[config.mk]
export PLATFORM = sky130hd
export DESIGN_NAME = audio_rx_fifo
export DESIGN_NICKNAME = d
export VERILOG_FILES = /design/src/rtl/arx_pkg.sv /design/src/rtl/arx_fifo.sv /design/src/rtl/arx_flags.sv /design/src/rtl/arx_regs.sv /design/src/rtl/audio_rx_fifo.sv
export SDC_FILE = /design/constraint.sdc
export NUM_CORES = 1
export LEC_CHECK = 0
export CORE_ASPECT_RATIO = 1.75
export CORE_MARGIN = 4
export CORE_UTILIZATION = 30
export CTS_CLUSTER_DIAMETER = 150
export DETAILED_ROUTE_END_ITERATION = 6
export GPL_TIMING_DRIVEN = 1
export PLACE_DENSITY_LB_ADDON = 0.1
export SLEW_MARGIN = 20
export SYNTH_ARGS = -nofsm -noshare
export SYNTH_HDL_FRONTEND = slang
export SYNTH_SLANG_ARGS = --single-unit
[constraint.sdc]
create_clock -name clk -period 4 [get_ports clk]
set_input_delay 1 -clock clk [delete_from_list [all_inputs] [get_ports clk]]
set_output_delay 1 -clock clk [all_outputs]
set_load 0.1 [all_outputs]
[src/rtl/arx_pkg.sv]
package arx_pkg;
  localparam int unsigned BUS_AW = 8;
  localparam int unsigned BUS_DW = 32;
  localparam int unsigned NFLAGS = 6;

  localparam logic [BUS_AW-1:0] OFS_CTRL = 8'h00;
  localparam logic [BUS_AW-1:0] OFS_MODE = 8'h04;
  localparam logic [BUS_AW-1:0] OFS_CONF = 8'h08;
  localparam logic [BUS_AW-1:0] OFS_HOLD = 8'h0C;
  localparam logic [BUS_AW-1:0] OFS_MSET = 8'h14;
  localparam logic [BUS_AW-1:0] OFS_MCLR = 8'h18;
  localparam logic [BUS_AW-1:0] OFS_MASK = 8'h1C;
  localparam logic [BUS_AW-1:0] OFS_STAT = 8'h20;
  localparam logic [BUS_AW-1:0] OFS_VERS = 8'h50;

  // Bit order is fixed by software: ovr=5 .. avail=0
  typedef struct packed {
    logic ovr;
    logic udr;
    logic burst;
    logic full;
    logic empty;
    logic avail;
  } arx_flags_t;
endpackage

[src/rtl/arx_fifo.sv]
module arx_fifo #(
  parameter int unsigned DEPTH = 8,
  parameter int unsigned DW    = 26,
  localparam int unsigned PW   = (DEPTH > 1) ? $clog2(DEPTH) : 1,
  localparam int unsigned LW   = $clog2(DEPTH + 1)
) (
  input  logic          clk,
  input  logic          rst_n,
  input  logic          flush,
  input  logic          push_req,
  input  logic [DW-1:0] push_data,
  input  logic          pop_req,
  output logic [DW-1:0] head_data,
  output logic          push_drop,
  output logic          pop_under,
  output logic [LW-1:0] level
);
  logic [DW-1:0] mem [DEPTH];
  logic [PW-1:0] wr_ptr, rd_ptr;
  logic          do_push, do_pop, is_full, is_empty;

  assign is_full   = (level == LW'(DEPTH));
  assign is_empty  = (level == '0);
  assign do_pop    = pop_req && !is_empty;
  assign do_push   = push_req && (!is_full || do_pop);
  assign push_drop = push_req && !do_push;
  assign pop_under = pop_req && is_empty;
  assign head_data = mem[rd_ptr];

  function automatic logic [PW-1:0] step(input logic [PW-1:0] p);
    return (p == PW'(DEPTH - 1)) ? '0 : p + 1'b1;
  endfunction

  always_ff @(posedge clk or negedge rst_n) begin
    if (!rst_n) begin
      wr_ptr <= '0;
      rd_ptr <= '0;
      level  <= '0;
    end else if (flush) begin
      wr_ptr <= '0;
      rd_ptr <= '0;
      level  <= '0;
    end else begin
      if (do_push) wr_ptr <= step(wr_ptr);
      if (do_pop)  rd_ptr <= step(rd_ptr);
      case ({do_push, do_pop})
        2'b10:   level <= level + 1'b1;
        2'b01:   level <= level - 1'b1;
        default: level <= level;
      endcase
    end
  end

  generate
    for (genvar i = 0; i < DEPTH; i++) begin : g_slot
      always_ff @(posedge clk) begin
        if (do_push && !flush && wr_ptr == PW'(i)) mem[i] <= push_data;
      end
    end
  endgenerate
endmodule

[src/rtl/arx_flags.sv]
module arx_flags
  import arx_pkg::*;
#(
  parameter int unsigned DEPTH = 8,
  localparam int unsigned LW   = $clog2(DEPTH + 1)
) (
  input  logic              clk,
  input  logic              rst_n,
  input  logic              flush,
  input  logic [LW-1:0]     level,
  input  logic [3:0]        burst_sz,
  input  logic              ovr_evt,
  input  logic              udr_evt,
  input  logic              stat_rd,
  input  logic              mask_set,
  input  logic              mask_clr,
  input  logic [NFLAGS-1:0] mask_bits,
  output logic [NFLAGS-1:0] stat_vec,
  output logic [NFLAGS-1:0] mask_vec,
  output logic              irq
);
  arx_flags_t fl;
  logic       ovr_q, udr_q;
  logic [4:0] thr;

  assign thr = (burst_sz == 4'd0) ? 5'd1 : {1'b0, burst_sz};

  always_comb begin
    fl.avail = (level != '0);
    fl.empty = (level == '0);
    fl.full  = (level == LW'(DEPTH));
    fl.burst = (32'(level) >= 32'(thr));
    fl.udr   = udr_q;
    fl.ovr   = ovr_q;
  end
  assign stat_vec = fl;

  always_ff @(posedge clk or negedge rst_n) begin
    if (!rst_n) begin
      ovr_q <= 1'b0;
      udr_q <= 1'b0;
    end else if (flush) begin
      ovr_q <= 1'b0;
      udr_q <= 1'b0;
    end else begin
      ovr_q <= ovr_evt || (ovr_q && !stat_rd);
      udr_q <= udr_evt || (udr_q && !stat_rd);
    end
  end

  always_ff @(posedge clk or negedge rst_n) begin
    if (!rst_n) mask_vec <= '0;
    else if (mask_set) mask_vec <= mask_vec | mask_bits;
    else if (mask_clr) mask_vec <= mask_vec & ~mask_bits;
  end

  assign irq = |(stat_vec & mask_vec);
endmodule

[src/rtl/arx_regs.sv]
module arx_regs
  import arx_pkg::*;
#(
  parameter logic [11:0] VERSION = 12'h1A3
) (
  input  logic              clk,
  input  logic              rst_n,
  input  logic              bus_en,
  input  logic              bus_we,
  input  logic [BUS_AW-1:0] bus_addr,
  input  logic [BUS_DW-1:0] bus_wdata,
  input  logic [NFLAGS-1:0] stat_vec,
  input  logic [NFLAGS-1:0] mask_vec,
  input  logic [BUS_DW-1:0] hold_word,
  output logic              flush,
  output logic              pop_req,
  output logic              stat_rd,
  output logic              mask_set,
  output logic              mask_clr,
  output logic [NFLAGS-1:0] mask_bits,
  output logic [3:0]        burst_sz,
  output logic [BUS_DW-1:0] bus_rdata
);
  logic wr, rd;
  logic [BUS_DW-1:0] rd_mux;

  assign wr        = bus_en && bus_we;
  assign rd        = bus_en && !bus_we;
  assign flush     = wr && (bus_addr == OFS_CTRL) && bus_wdata[0];
  assign mask_set  = wr && (bus_addr == OFS_MSET);
  assign mask_clr  = wr && (bus_addr == OFS_MCLR);
  assign mask_bits = bus_wdata[NFLAGS-1:0];
  assign pop_req   = rd && (bus_addr == OFS_HOLD);
  assign stat_rd   = rd && (bus_addr == OFS_STAT);

  always_ff @(posedge clk or negedge rst_n) begin
    if (!rst_n) burst_sz <= 4'd0;
    else if (wr && bus_addr == OFS_MODE) burst_sz <= bus_wdata[31:28];
  end

  always_comb begin
    unique case (bus_addr)
      OFS_MODE: rd_mux = {burst_sz, 28'd0};
      OFS_HOLD: rd_mux = hold_word;
      OFS_MASK: rd_mux = {{(BUS_DW-NFLAGS){1'b0}}, mask_vec};
      OFS_STAT: rd_mux = {{(BUS_DW-NFLAGS){1'b0}}, stat_vec};
      OFS_VERS: rd_mux = {20'd0, VERSION};
      default:  rd_mux = '0;
    endcase
  end

  always_ff @(posedge clk or negedge rst_n) begin
    if (!rst_n) bus_rdata <= '0;
    else if (rd) bus_rdata <= rd_mux;
  end
endmodule

[src/rtl/audio_rx_fifo.sv]
module audio_rx_fifo
  import arx_pkg::*;
#(
  parameter int unsigned DEPTH   = 8,
  parameter int unsigned SMP_W   = 24,
  parameter int unsigned CH_W    = 2,
  parameter logic [11:0] VERSION = 12'h1A3,
  localparam int unsigned LW     = $clog2(DEPTH + 1),
  localparam int unsigned EW     = CH_W + SMP_W
) (
  input  logic              clk,
  input  logic              rst_n,
  input  logic              smp_valid,
  output logic              smp_ready,
  input  logic [SMP_W-1:0]  smp_data,
  input  logic [CH_W-1:0]   smp_chan,
  input  logic              bus_en,
  input  logic              bus_we,
  input  logic [BUS_AW-1:0] bus_addr,
  input  logic [BUS_DW-1:0] bus_wdata,
  output logic [BUS_DW-1:0] bus_rdata,
  output logic              irq
);
  logic              flush, pop_req, stat_rd, mask_set, mask_clr;
  logic              push_drop, pop_under;
  logic [NFLAGS-1:0] mask_bits, flag_vec, mask_vec;
  logic [3:0]        burst_sz;
  logic [LW-1:0]     fifo_level;
  logic [EW-1:0]     head;
  logic [BUS_DW-1:0] hold_word;

  assign smp_ready = 1'b1;

  arx_fifo #(.DEPTH(DEPTH), .DW(EW)) u_fifo (
    .clk(clk), .rst_n(rst_n), .flush(flush),
    .push_req(smp_valid), .push_data({smp_chan, smp_data}),
    .pop_req(pop_req), .head_data(head),
    .push_drop(push_drop), .pop_under(pop_under), .level(fifo_level)
  );

  assign hold_word = (fifo_level == '0) ? '0 :
                     {8'(head[EW-1:SMP_W]), (BUS_DW-8)'(head[SMP_W-1:0])};

  arx_flags #(.DEPTH(DEPTH)) u_flags (
    .clk(clk), .rst_n(rst_n), .flush(flush), .level(fifo_level),
    .burst_sz(burst_sz), .ovr_evt(push_drop), .udr_evt(pop_under),
    .stat_rd(stat_rd), .mask_set(mask_set), .mask_clr(mask_clr),
    .mask_bits(mask_bits), .stat_vec(flag_vec), .mask_vec(mask_vec), .irq(irq)
  );

  arx_regs #(.VERSION(VERSION)) u_regs (
    .clk(clk), .rst_n(rst_n), .bus_en(bus_en), .bus_we(bus_we),
    .bus_addr(bus_addr), .bus_wdata(bus_wdata), .stat_vec(flag_vec),
    .mask_vec(mask_vec), .hold_word(hold_word), .flush(flush),
    .pop_req(pop_req), .stat_rd(stat_rd), .mask_set(mask_set),
    .mask_clr(mask_clr), .mask_bits(mask_bits), .burst_sz(burst_sz),
    .bus_rdata(bus_rdata)
  );
endmodule

==> summary.txt, run 1 <==
Floorplanning
  • Die W: 150 µm
  • Core area: 34600 µm²
  • IO Count: 105
  • Total Die Area: 38300 µm²
  • Row count: 90
  • Initial Utilization: 0.305
  • Die height: 256 µm

STA
  • Worst Tran Pin Value: 1.02 ns
  • Hold Slack: ~0.5 ns
  • Worst clock skew: between 0.015 and 0.02 ns
  • Final setup fails: 0
  • RSZ-0062 raised after global routing: false
  • F_max: 0.272 GHz
  • Slew Viols, Final: 0
  • Min Tclk post-route: 3.68 ns
  • Hold Vio Cnt, Final: 0
  • Setup TNS: 0 ns
  • Max_slew headroom: 0.320
  • Final worst-path cycle share: 0.920

Clock tree
  • CTS Buf Count: 26
  • Hold Buf Count CTS: 0
  • Setup bufs post-CTS: 0
  • H-tree levels: 1
  • PostCTS Resize Cnt: 0
  • Clock tree buffer depth: 3
  • Worst-path clk slew: roughly 0.060 ns
  • CTS root buffer: clkbuf_16
  • Clk_lat worst skew: ~0.54 ns
  • CTS tree: built
  • Sink Count: 260

Global routing
  • Routing usage on met3: 0.0204
  • Total GRT Usage: 0.132
  • GRT Max-Usage Layer: met2
  • GR Util met1: 0.153
  • Largest net degree at the start of global routing: 53
  • Initial antenna violation count: 0
  • Number of global-route vias before repair: roughly 6300
  • GR Util met2: 0.240
  • First-pass GRT wire length: 38000 µm
  • Grt ovf: 0

Setup path
  • Largest stage delay, worst path: 0.40 ns
  • CP max FO: 3
  • CP endpoint kind: primary output
  • CP top delay family: compound AO/OA/AOI/OAI gates
  • CP arrival: 2.68 ns
  • Critical Path Source Type: flip-flop
  • WP data required: approximately 3 ns
  • WP buf/inv: 2
  • Critical Setup Path Class: reg2out
  • Crit-path slowest cell: a2111oi_0
  • Crit path cell chain: inv_1 -> a31o_2 -> ha_1 -> nand2b_1 -> a2111oi_0 -> a21oi_1 -> nand2_1 -> nand3_1 -> buf_4

Power
  • Leakage power: around 4.4 nW
  • Sequential Power Share: 0.492
  • Internal power: 5.18 mW
  • Psw: 1.74 mW
  • VDD IR max: 0.284 mV
  • Clock Power Share: 0.367
  • Switching share of power: 0.251
  • Logic pwr share: 0.141
  • Power density over cell area: 532 nW/µm²

Route
  • Wire per inst: 21.2 µm
  • Vias per inst: 4.75
  • Via count: 5583
  • DR pass1 iterations: 7
  • DRC: 0
  • Total wire length: 24900 µm
  • Initial DRC count: slightly above 300
  • Post-route ant nets: 0

Run status
  • Status: completed

Yosys
  • Post-synth ARST share: 0.200
  • Synth Register Bits: 260
  • Syn Area/Cell: 18.1 µm²
  • Main synth FF type: edfxtp_1
  • Synthesized netlist cell count: 582
  • Seq/Total Area, Yosys: 0.716
  • Synth Warn #: 0
  • Post-synth EDFFs: 208
  • Post-synth cell types: 57
  • Synthesized cell area: 10500 µm²

Placed design
  • Detailed Place HPWL: 15700 µm
  • IO Port Bufs: 79
  • Global placement routability congestion: 0.822
  • Placed insts: 1128

Cells and area
  • Area Overhead vs Synth: 23.5%
  • Layout cell share with drive strength beyond 1: 0.212
  • Fillers: 3229
  • # diodes: 0
  • FF/Latch Area: 7550 µm²
  • Nets@finish: ~800
  • Final cell count without fillers: 1176
  • Area of the multi-input gates: about 2800 µm²

Run
  • Max-cap violation count: 0

Min path
  • Worst Hold Class: reg2reg
-- cells by family (layout without fill, tap and decap cells) --
kind of cell | Yosys count | after routing | share of synthesized area
xor+xnor | 5 | 5 | 0.00415
mux | 85 | 85 | 0.144
flops | 260 | 260 | 0.716
compound gates | 70 | 70 | 0.0430
fa+ha+maj | 15 | 15 | 0.0178
buf+inv | 37 | 170 | 0.0174
simple gates | 108 | 108 | 0.0568
other cells | 2 | 3 | 0.000712
-- cell usage after synthesis, types with 4 or more instances --
library cell / count / area share
clkbuf_1: 8 / 0.0028
buf_4: 5 / 0.0036
a221oi_1: 4 / 0.0033
xor2_1: 4 / 0.0033
ha_1: 15 / 0.018
o21ai_0: 26 / 0.012
buf_2: 15 / 0.0071
and3_1: 6 / 0.0036
nor2_1: 21 / 0.0075
mux2_4: 4 / 0.0057
mux4_2: 52 / 0.11
inv_1: 8 / 0.0028
a22o_1: 10 / 0.0083
nor2b_1: 4 / 0.0024
nor4_1: 5 / 0.0030
nand2_1: 36 / 0.013
edfxtp_1: 208 / 0.59
a21oi_1: 14 / 0.0066
dfrtp_1: 52 / 0.12
mux2i_1: 29 / 0.028
-- cell usage in the layout (no fill, tap or decap), types with 5 or more instances in the layout --
master,synthesis,layout
ha_1,15,15
clkbuf_16,0,27
buf_12,0,8
nand2_1,36,36
buf_4,5,28
a21oi_1,14,14
mux4_2,52,52
mux2i_1,29,29
edfxtp_1,208,208
nor4_1,5,5
dfrtp_1,52,49
nor2_1,21,21
a22o_1,10,10
clkdlybuf4s50_1,0,77
inv_1,8,8
and3_1,6,6
o21ai_0,26,26
clkinv_2,0,7
-- final timing paths --
path | startpoint | endpoint | slack (ns) | depth (start not counted)
max | u_regs.burst_sz[2] | irq | 0.32 | 9
min | u_regs.bus_rdata[24] | u_regs.bus_rdata[24] | 0.49 | 2
max reg2reg | u_fifo.level[1] | u_fifo.level[2] | 1.49 | 11
min reg2reg | u_regs.bus_rdata[24] | u_regs.bus_rdata[24] | 0.49 | 2
max in group asynchronous | rst_n | u_fifo.rd_ptr[1] | 2.75 | 2
min in group asynchronous | rst_n | u_regs.bus_rdata[1] | 0.63 | 2
-- per-layer routing --
layer / part of all wire / vias to the layer above
li1: - / 2539
met1: 0.39 / 2854
met5: 0 / -
met3: 0.045 / 48
met2: 0.53 / 142
met4: 0.034 / 0
-- cell type report --
type,count,share of cell area
Sequential cell,260,0.580
Clock buffer,30,0.0535
Multi-Input combinational cell,286,0.216
Clock inverter,18,0.0157
Timing Repair Buffer,114,0.0880
Tap cell,460,0.0442
Inverter,8,0.00231
-- tightest hold or removal path: stages, from the launching register on --
cell and delay (ns):
dfrtp_1 0.34, nand2_1 0.05, o21ai_0 0.06
-- registers in the layout, indices dropped and copies added, names as in the netlist, named ones only --
register	cells
u_fifo.mem	208
u_fifo.level	4
u_regs.burst_sz	4
u_regs.bus_rdata	30
u_fifo.wr_ptr	3
u_flags.ovr_q	1
u_fifo.rd_ptr	3
u_flags.udr_q	1
-- power groups by stage --
stage	combinational [mW]	clock (mW)	sequential, mW
floorplan	0.498	0	3.48
global placement	0.993	0	3.45
detailed placement	1.01	0	3.47
CTS	1.01	2.63	3.41
global route	1.07	2.74	3.43
finish	0.976	2.54	3.40
-- per-stage QoR --
stage | util | worst slack [ns] | power [mW] | area, µm²
5_1_grt | 0.377 | 0.180 | 7.25 | 13000
6_report | 0.377 | 0.321 | 6.92 | 13000
2_1_floorplan | - | 0.637 | 3.98 | 10500
4_1_cts | 0.377 | 0.306 | 7.05 | 13000
3_3_place_gp | 0.351 | 0.323 | 4.44 | 12100
3_5_place_dp | 0.351 | 0.320 | 4.47 | 12100
Note: power is estimated with default switching activity, not from simulation.
==> run 2, diff against run 1 <==
--- a/config.mk
+++ b/config.mk
@@ -7,10 +7,11 @@
 export LEC_CHECK = 0
 export CORE_ASPECT_RATIO = 1.75
 export CORE_MARGIN = 4
-export CORE_UTILIZATION = 30
+export CORE_UTILIZATION = 55
 export CTS_CLUSTER_DIAMETER = 150
 export DETAILED_ROUTE_END_ITERATION = 6
-export GPL_TIMING_DRIVEN = 1
+export GPL_ROUTABILITY_DRIVEN = 0
+export GPL_TIMING_DRIVEN = 0
 export PLACE_DENSITY_LB_ADDON = 0.1
 export SLEW_MARGIN = 20
 export SYNTH_ARGS = -nofsm -noshare
==> run 2 against run 1 <==
Die area shrank 44%. Final cell count fell by 19%. Sequential share of layout area rose by 1.9 points. Total power fell by 5.3%. Critical path type unchanged.
==> summary.txt, run 2 (synthesized netlist as in run 1, its figures left out) <==
Cells and area
  • Nets@finish: 783
  • Final cell count without fillers: between 900 and 1000
  • Max FFs per register: between 200 and 250
  • Area Overhead vs Synth: 19.4%
  • Layout cell share with drive strength beyond 1: 0.203
  • Top reg by flops: u_fifo.mem
  • # diodes: 0
  • Finished Cell Area: 12600 µm²
  • Largest regs: u_fifo.mem: 208 flops, u_regs.bus_rdata: 30 flops
  • Area of the multi-input gates: 2830 µm²
  • FF/Latch Area: approximately 7500 µm²
  • Commonest cells after routing, fill and taps aside: edfxtp_1 (208), clkdlybuf4s50_1 (77), mux4_2 (52), dfrtp_1 (52), nand2_1 (36)
  • Finished Core Util: 0.672
  • Fillers: ~1300
  • Most common cell after layout, fill and taps aside: edfxtp_1

Global routing
  • Largest net degree at the start of global routing: 38
  • Number of global-route vias before repair: 5985
  • Total GRT Usage: 0.213
  • Grt ovf: 0
  • First-pass GRT wire length: 34700 µm
  • Initial antenna violation count: 0

Placed design
  • Detailed Place HPWL: 14500 µm
  • Placed insts: a little over 900
  • Area after DPL: 11800 µm²
  • IO Port Bufs: 79

Clock tree
  • Setup bufs post-CTS: 0
  • Clock tree buffer depth: 3
  • Worst-path clk slew: 0.07 ns
  • CTS root buffer: clkbuf_16
  • CTS Buf Count: 24
  • H-tree levels: 1
  • CTS tree: built
  • Sink Count: 260
  • Clk_lat worst skew: 0.53 ns

Setup path
  • Crit path cell chain: inv_1 -> a31o_2 -> ha_1 -> nand2b_1 -> a2111oi_0 -> a21oi_1 -> nand2_1 -> nand3_1 -> buf_2
  • CP top delay family: compound AO/OA/AOI/OAI gates
  • Crit-path slowest cell: a2111oi_0
  • Critical Setup Path Class: reg2out
  • WP data required: 3.00 ns
  • Worst Setup SP: u_regs.burst_sz[2]
  • CP arrival: ~2.8 ns
  • FF-to-FF Start: u_fifo.level[1]
  • WP buf/inv: 2
  • Largest stage delay, worst path: roughly 0.45 ns
  • Critical Path Source Type: flip-flop
  • Crit path depth: 9
  • CP max FO: 3
  • FF-to-FF path depth: 10
  • CP endpoint kind: primary output

Route
  • Wire per inst: between 20 and 25 µm
  • Total wire length: approximately 22000 µm
  • Initial DRC count: 415
  • DR pass1 iterations: 5
  • Post-route ant nets: 0
  • DRC: 0
  • Vias per inst: 5.96
  • Via count: 5678

STA
  • Slew Viols, Final: 0
  • Worst clock skew: 0.0154 ns
  • F_max: 0.267 GHz
  • Min Tclk post-route: 3.75 ns
  • Max_slew headroom: 0.333
  • RSZ-0062 raised after global routing: false
  • Final worst-path cycle share: 0.936
  • Final setup fails: 0
  • Hold Vio Cnt, Final: 0
  • Worst Tran Pin Value: ~1.0 ns

Min path
  • Worst Hold Class: in2async

Floorplanning
  • Row count: between 60 and 70
  • Total Die Area: between 20000 and 25000 µm²
  • Die W: 113 µm
  • Core area: 18700 µm²
  • Initial Utilization: 0.562
  • IO Count: 105
  • Die height: 191 µm

Run
  • Max-cap violation count: 0

Power
  • Clock Power Share: 0.337
  • Power density over cell area: 521 nW/µm²
  • Internal power: 4.90 mW
  • Sequential Power Share: 0.520
  • Psw: 1.66 mW
  • Leakage power: roughly 4.3 nW
  • Logic pwr share: 0.143
  • VDD IR max: 0.443 mV
  • Design Power: 6.56 mW
  • Switching share of power: 0.253

Run status
  • Status: completed
run 2: final cells by class:
cell class	count	area share
timing repair buffer	88	0.0771
buffer	29	0.0123
inverter	8	0.00238
sequential	260	0.599
clock inverter	16	0.0115
clock buffer	28	0.0489
tap	238	0.0236
multi-input combinational	286	0.225
run 2: worst paths after layout:
kind                                              to  slack, ns
worst max-delay path                             irq       0.25
worst min-delay path             u_regs.bus_rdata[5]       0.34
worst max register to register       u_fifo.level[2]       0.96
worst min register to register   u_regs.bus_rdata[6]       0.48
max in group asynchronous       u_regs.bus_rdata[29]       3.13
min in group clk                 u_regs.bus_rdata[6]       0.48
run 2: what timing repair did:
| item | CTS | global route |
|---|---|---|
| resized for setup | 3 | 5 |
| gates cloned | 0 | 0 |
| endpoints found under the hold margin | 0 | 0 |
| endpoints found under the setup margin | 1 | 2 |
| hold buffers | 0 | 0 |
run 2: metal layers:
metal	track usage	vias up	wire length [µm]
met1	0.259	2923	8520
met5	0	-	0
met2	0.381	164	12000
met4	0.0796	0	779
met3	0.0361	52	1120
li1	-	2539	-
run 2: stage by stage:
step                TNS, ns  setup WS, ns  hold WS (ns)
finish                    0         0.254         0.340
global route              0        0.0406         0.340
CTS                       0        0.0527         0.329
detailed placement   -0.625        -0.418         0.470
global placement     -86.05        -0.470         0.465
floorplan                 0         0.637         0.487
run 2: worst reg2reg max path: stages, from the launching register on:
cell      delay, ns
dfrtp_1        0.48
nor4_1         0.86
nor4_2         0.16
ha_1           0.24
clkbuf_1       0.18
xor2_1         0.18
ha_1           0.19
a21oi_1        0.15
xor2_1         0.09
or3_1          0.31
a21oi_1        0.14
run 2: power by group through the flow:
| stage | combinational (mW) | clock (mW) | sequential, mW |
|---|---|---|---|
| after global routing | 1.02 | 2.37 | 3.44 |
| after detailed placement | 0.952 | 0 | 3.46 |
| final | 0.938 | 2.21 | 3.41 |
| after floorplan | 0.498 | 0 | 3.48 |
| after CTS | 0.957 | 2.26 | 3.41 |
| after global placement | 0.841 | 0 | 3.46 |
==> run 3, diff against run 2 <==
--- a/config.mk
+++ b/config.mk
@@ -6,7 +6,7 @@
 export NUM_CORES = 1
 export LEC_CHECK = 0
 export CORE_ASPECT_RATIO = 1.75
-export CORE_MARGIN = 4
+export CORE_MARGIN = 5
 export CORE_UTILIZATION = 55
 export CTS_CLUSTER_DIAMETER = 150
 export DETAILED_ROUTE_END_ITERATION = 6
==> run 3 against run 2 <==
Register-to-register slack better by 0.06 ns. Sequential share of layout area down 0.40 points. Clock power up 8%. Via count up 1.2%. Sequential power about the same. Maximum frequency down 1.4%. Global-route usage up 0.19 points. Largest cell class unchanged. Highest routed layer unchanged.
==> summary.txt, run 3 (synthesized netlist as in run 1, its figures left out) <==
Clock tree
  • CTS tree: built
  • Worst-path clk slew: 0.06 ns
  • H-tree levels: 1
  • CTS root buffer: clkbuf_16
  • Clock tree buffer depth: 3
  • Sink Count: 260
  • CTS Buf Count: 24
  • Clk_lat worst skew: about 0.5 ns
  • Hold Buf Count CTS: 0
  • Setup bufs post-CTS: 0

Placed design
  • IO Port Bufs: 79
  • Detailed Place HPWL: 14900 µm
  • Place WS: -0.409 ns

STA
  • Setup TNS: 0 ns
  • Hold Vio Cnt, Final: 0
  • Final setup fails: 0
  • Worst Slack Setup Final: 0.203 ns
  • Worst Tran Pin Value: about 0.99 ns
  • RSZ-0062 raised after global routing: false
  • Hold Slack: 0.334 ns
  • Worst clock skew: 0.0154 ns
  • Max_slew headroom: 0.339
  • Final worst-path cycle share: 0.949
  • Min Tclk post-route: 3.80 ns
  • F_max: 0.263 GHz
  • Slew Viols, Final: 0

Global routing
  • Initial antenna violation count: 0
  • First-pass GRT wire length: 35700 µm
  • Largest net degree at the start of global routing: 44
  • Number of global-route vias before repair: 6243
  • Grt ovf: 0
  • Total GRT Usage: 0.215

Setup path
  • Largest stage delay, worst path: 0.52 ns
  • R2r setup slk: ~1.0 ns
  • Crit-path slowest cell: clkdlybuf4s50_1
  • WP data required: 4.44 ns
  • Worst Setup SP: bus_en
  • Crit path cell chain: clkdlybuf4s50_1 -> nor2b_1 -> clkbuf_2 -> nand2_1 -> nor4_1 -> ha_1 -> clkbuf_1 -> xor2_1 -> ha_1 -> a21oi_1 -> xor2_1 -> or3_1 -> a21oi_1
  • Critical Path Source Type: input pin
  • CP max FO: 10
  • Critical Setup Path Class: in2reg
  • CP arrival: 4.23 ns
  • FF-to-FF Start: u_fifo.level[1]
  • CP endpoint kind: flip-flop

Cells and area
  • Nets@finish: 783
  • Area of the multi-input gates: 2830 µm²
  • Most common cell after layout, fill and taps aside: edfxtp_1
  • Max FFs per register: 208
  • FF/Latch Area: around 7500 µm²
  • Area Overhead vs Synth: 20.2%
  • # diodes: 0
  • Layout cell share with drive strength beyond 1: 0.203
  • Commonest cells after routing, fill and taps aside: edfxtp_1 (208), clkdlybuf4s50_1 (77), mux4_2 (52), dfrtp_1 (52), nand2_1 (36)
  • Largest regs: u_fifo.mem: 208 flops, u_regs.bus_rdata: 30 flops
  • Fillers: between 1000 and 1500
  • Top reg by flops: u_fifo.mem

Power
  • Psw: 1.64 mW
  • Clock Power Share: 0.354
  • Leakage power: 4.38 nW
  • Power density over cell area: around 530 nW/µm²
  • Internal power: 5.10 mW
  • Switching share of power: 0.244
  • Logic pwr share: 0.141
  • VDD IR max: 0.416 mV
  • Sequential Power Share: 0.505

Route
  • Initial DRC count: 492
  • Via count: between 5000 and 6000
  • Wire per inst: 24.0 µm
  • DRC: 0
  • DR pass1 iterations: 5
  • Total wire length: 23000 µm
  • Post-route ant nets: 0
  • Vias per inst: 6.01

Floorplanning
  • Core area: 19000 µm²
  • Row count: 67
  • Initial Utilization: 0.554
  • Die height: around 190 µm
  • Total Die Area: 22100 µm²
  • IO Count: 105
  • Die W: 115 µm

Min path
  • Worst Hold Class: in2async

Run status
  • Status: completed

Run
  • Max-cap violation count: 0
run 3: final timing paths:
path | endpoint | depth (start not counted)
max | u_fifo.level[2] | 13
min | u_regs.bus_rdata[9] | 1
max reg2reg | u_fifo.level[2] | 10
min reg2reg | u_regs.bus_rdata[18] | 2
max in group asynchronous | u_regs.burst_sz[0] | 2
min in group clk | u_regs.bus_rdata[18] | 2
run 3: power by group through the flow:
stage / Clock, mW / Sequential, mW / Combinational, mW
detailed placement: 0 / 3.46 / 0.964
finish: 2.39 / 3.41 / 0.951
floorplan: 0 / 3.48 / 0.498
global route: 2.56 / 3.44 / 1.03
global placement: 0 / 3.45 / 0.844
CTS: 2.44 / 3.41 / 0.967
run 3: per-layer routing:
layer | routed length [µm] | vias up | part of all wire | GRT usage
met5 | 0 | - | 0 | 0
met2 | 12500 | 189 | 0.54 | 0.392
met4 | 741 | 0 | 0.032 | 0.0681
met1 | 8510 | 2949 | 0.37 | 0.260
met3 | 1230 | 53 | 0.053 | 0.0347
li1 | - | 2553 | - | -
run 3: repair_timing:
item                                    in CTS  in global routing
gates cloned                                 0                  0
endpoints found under the setup margin       1                  2
gates resized for setup                      3                  4
endpoints found under the hold margin        0                  0
run 3: final cells by class:
type / count / share of cell area
clock buffers: 33 / 0.0533
repair buffers: 88 / 0.0772
clock inverters: 11 / 0.0129
inverters: 8 / 0.00237
flip-flops and latches: 260 / 0.595
multi-input cells: 286 / 0.223
plain buffers: 29 / 0.0122
well taps: 241 / 0.0238
run 3: stage by stage:
step	power, mW	utilization	area [µm²]	cells
final	6.75	0.666	12700	956
after global routing	7.02	0.666	12700	956
after CTS	6.81	0.667	12700	956
after detailed placement	4.43	0.622	11800	912
after global placement	4.30	0.612	11600	903
after floorplan	3.98	-	10500	583
run 3: worst max-delay path, delay by kind of cell:
| kind | cells | cell delay [ns] |
|---|---|---|
| xor gates and xnor gates | 2 | 0.35 |
| and+or+nand+nor | 4 | 1.22 |
| adders and majority gates | 2 | 0.38 |
| AOI/OAI and AO/OA | 2 | 0.19 |
| buffers and inverters | 3 | 1.09 |
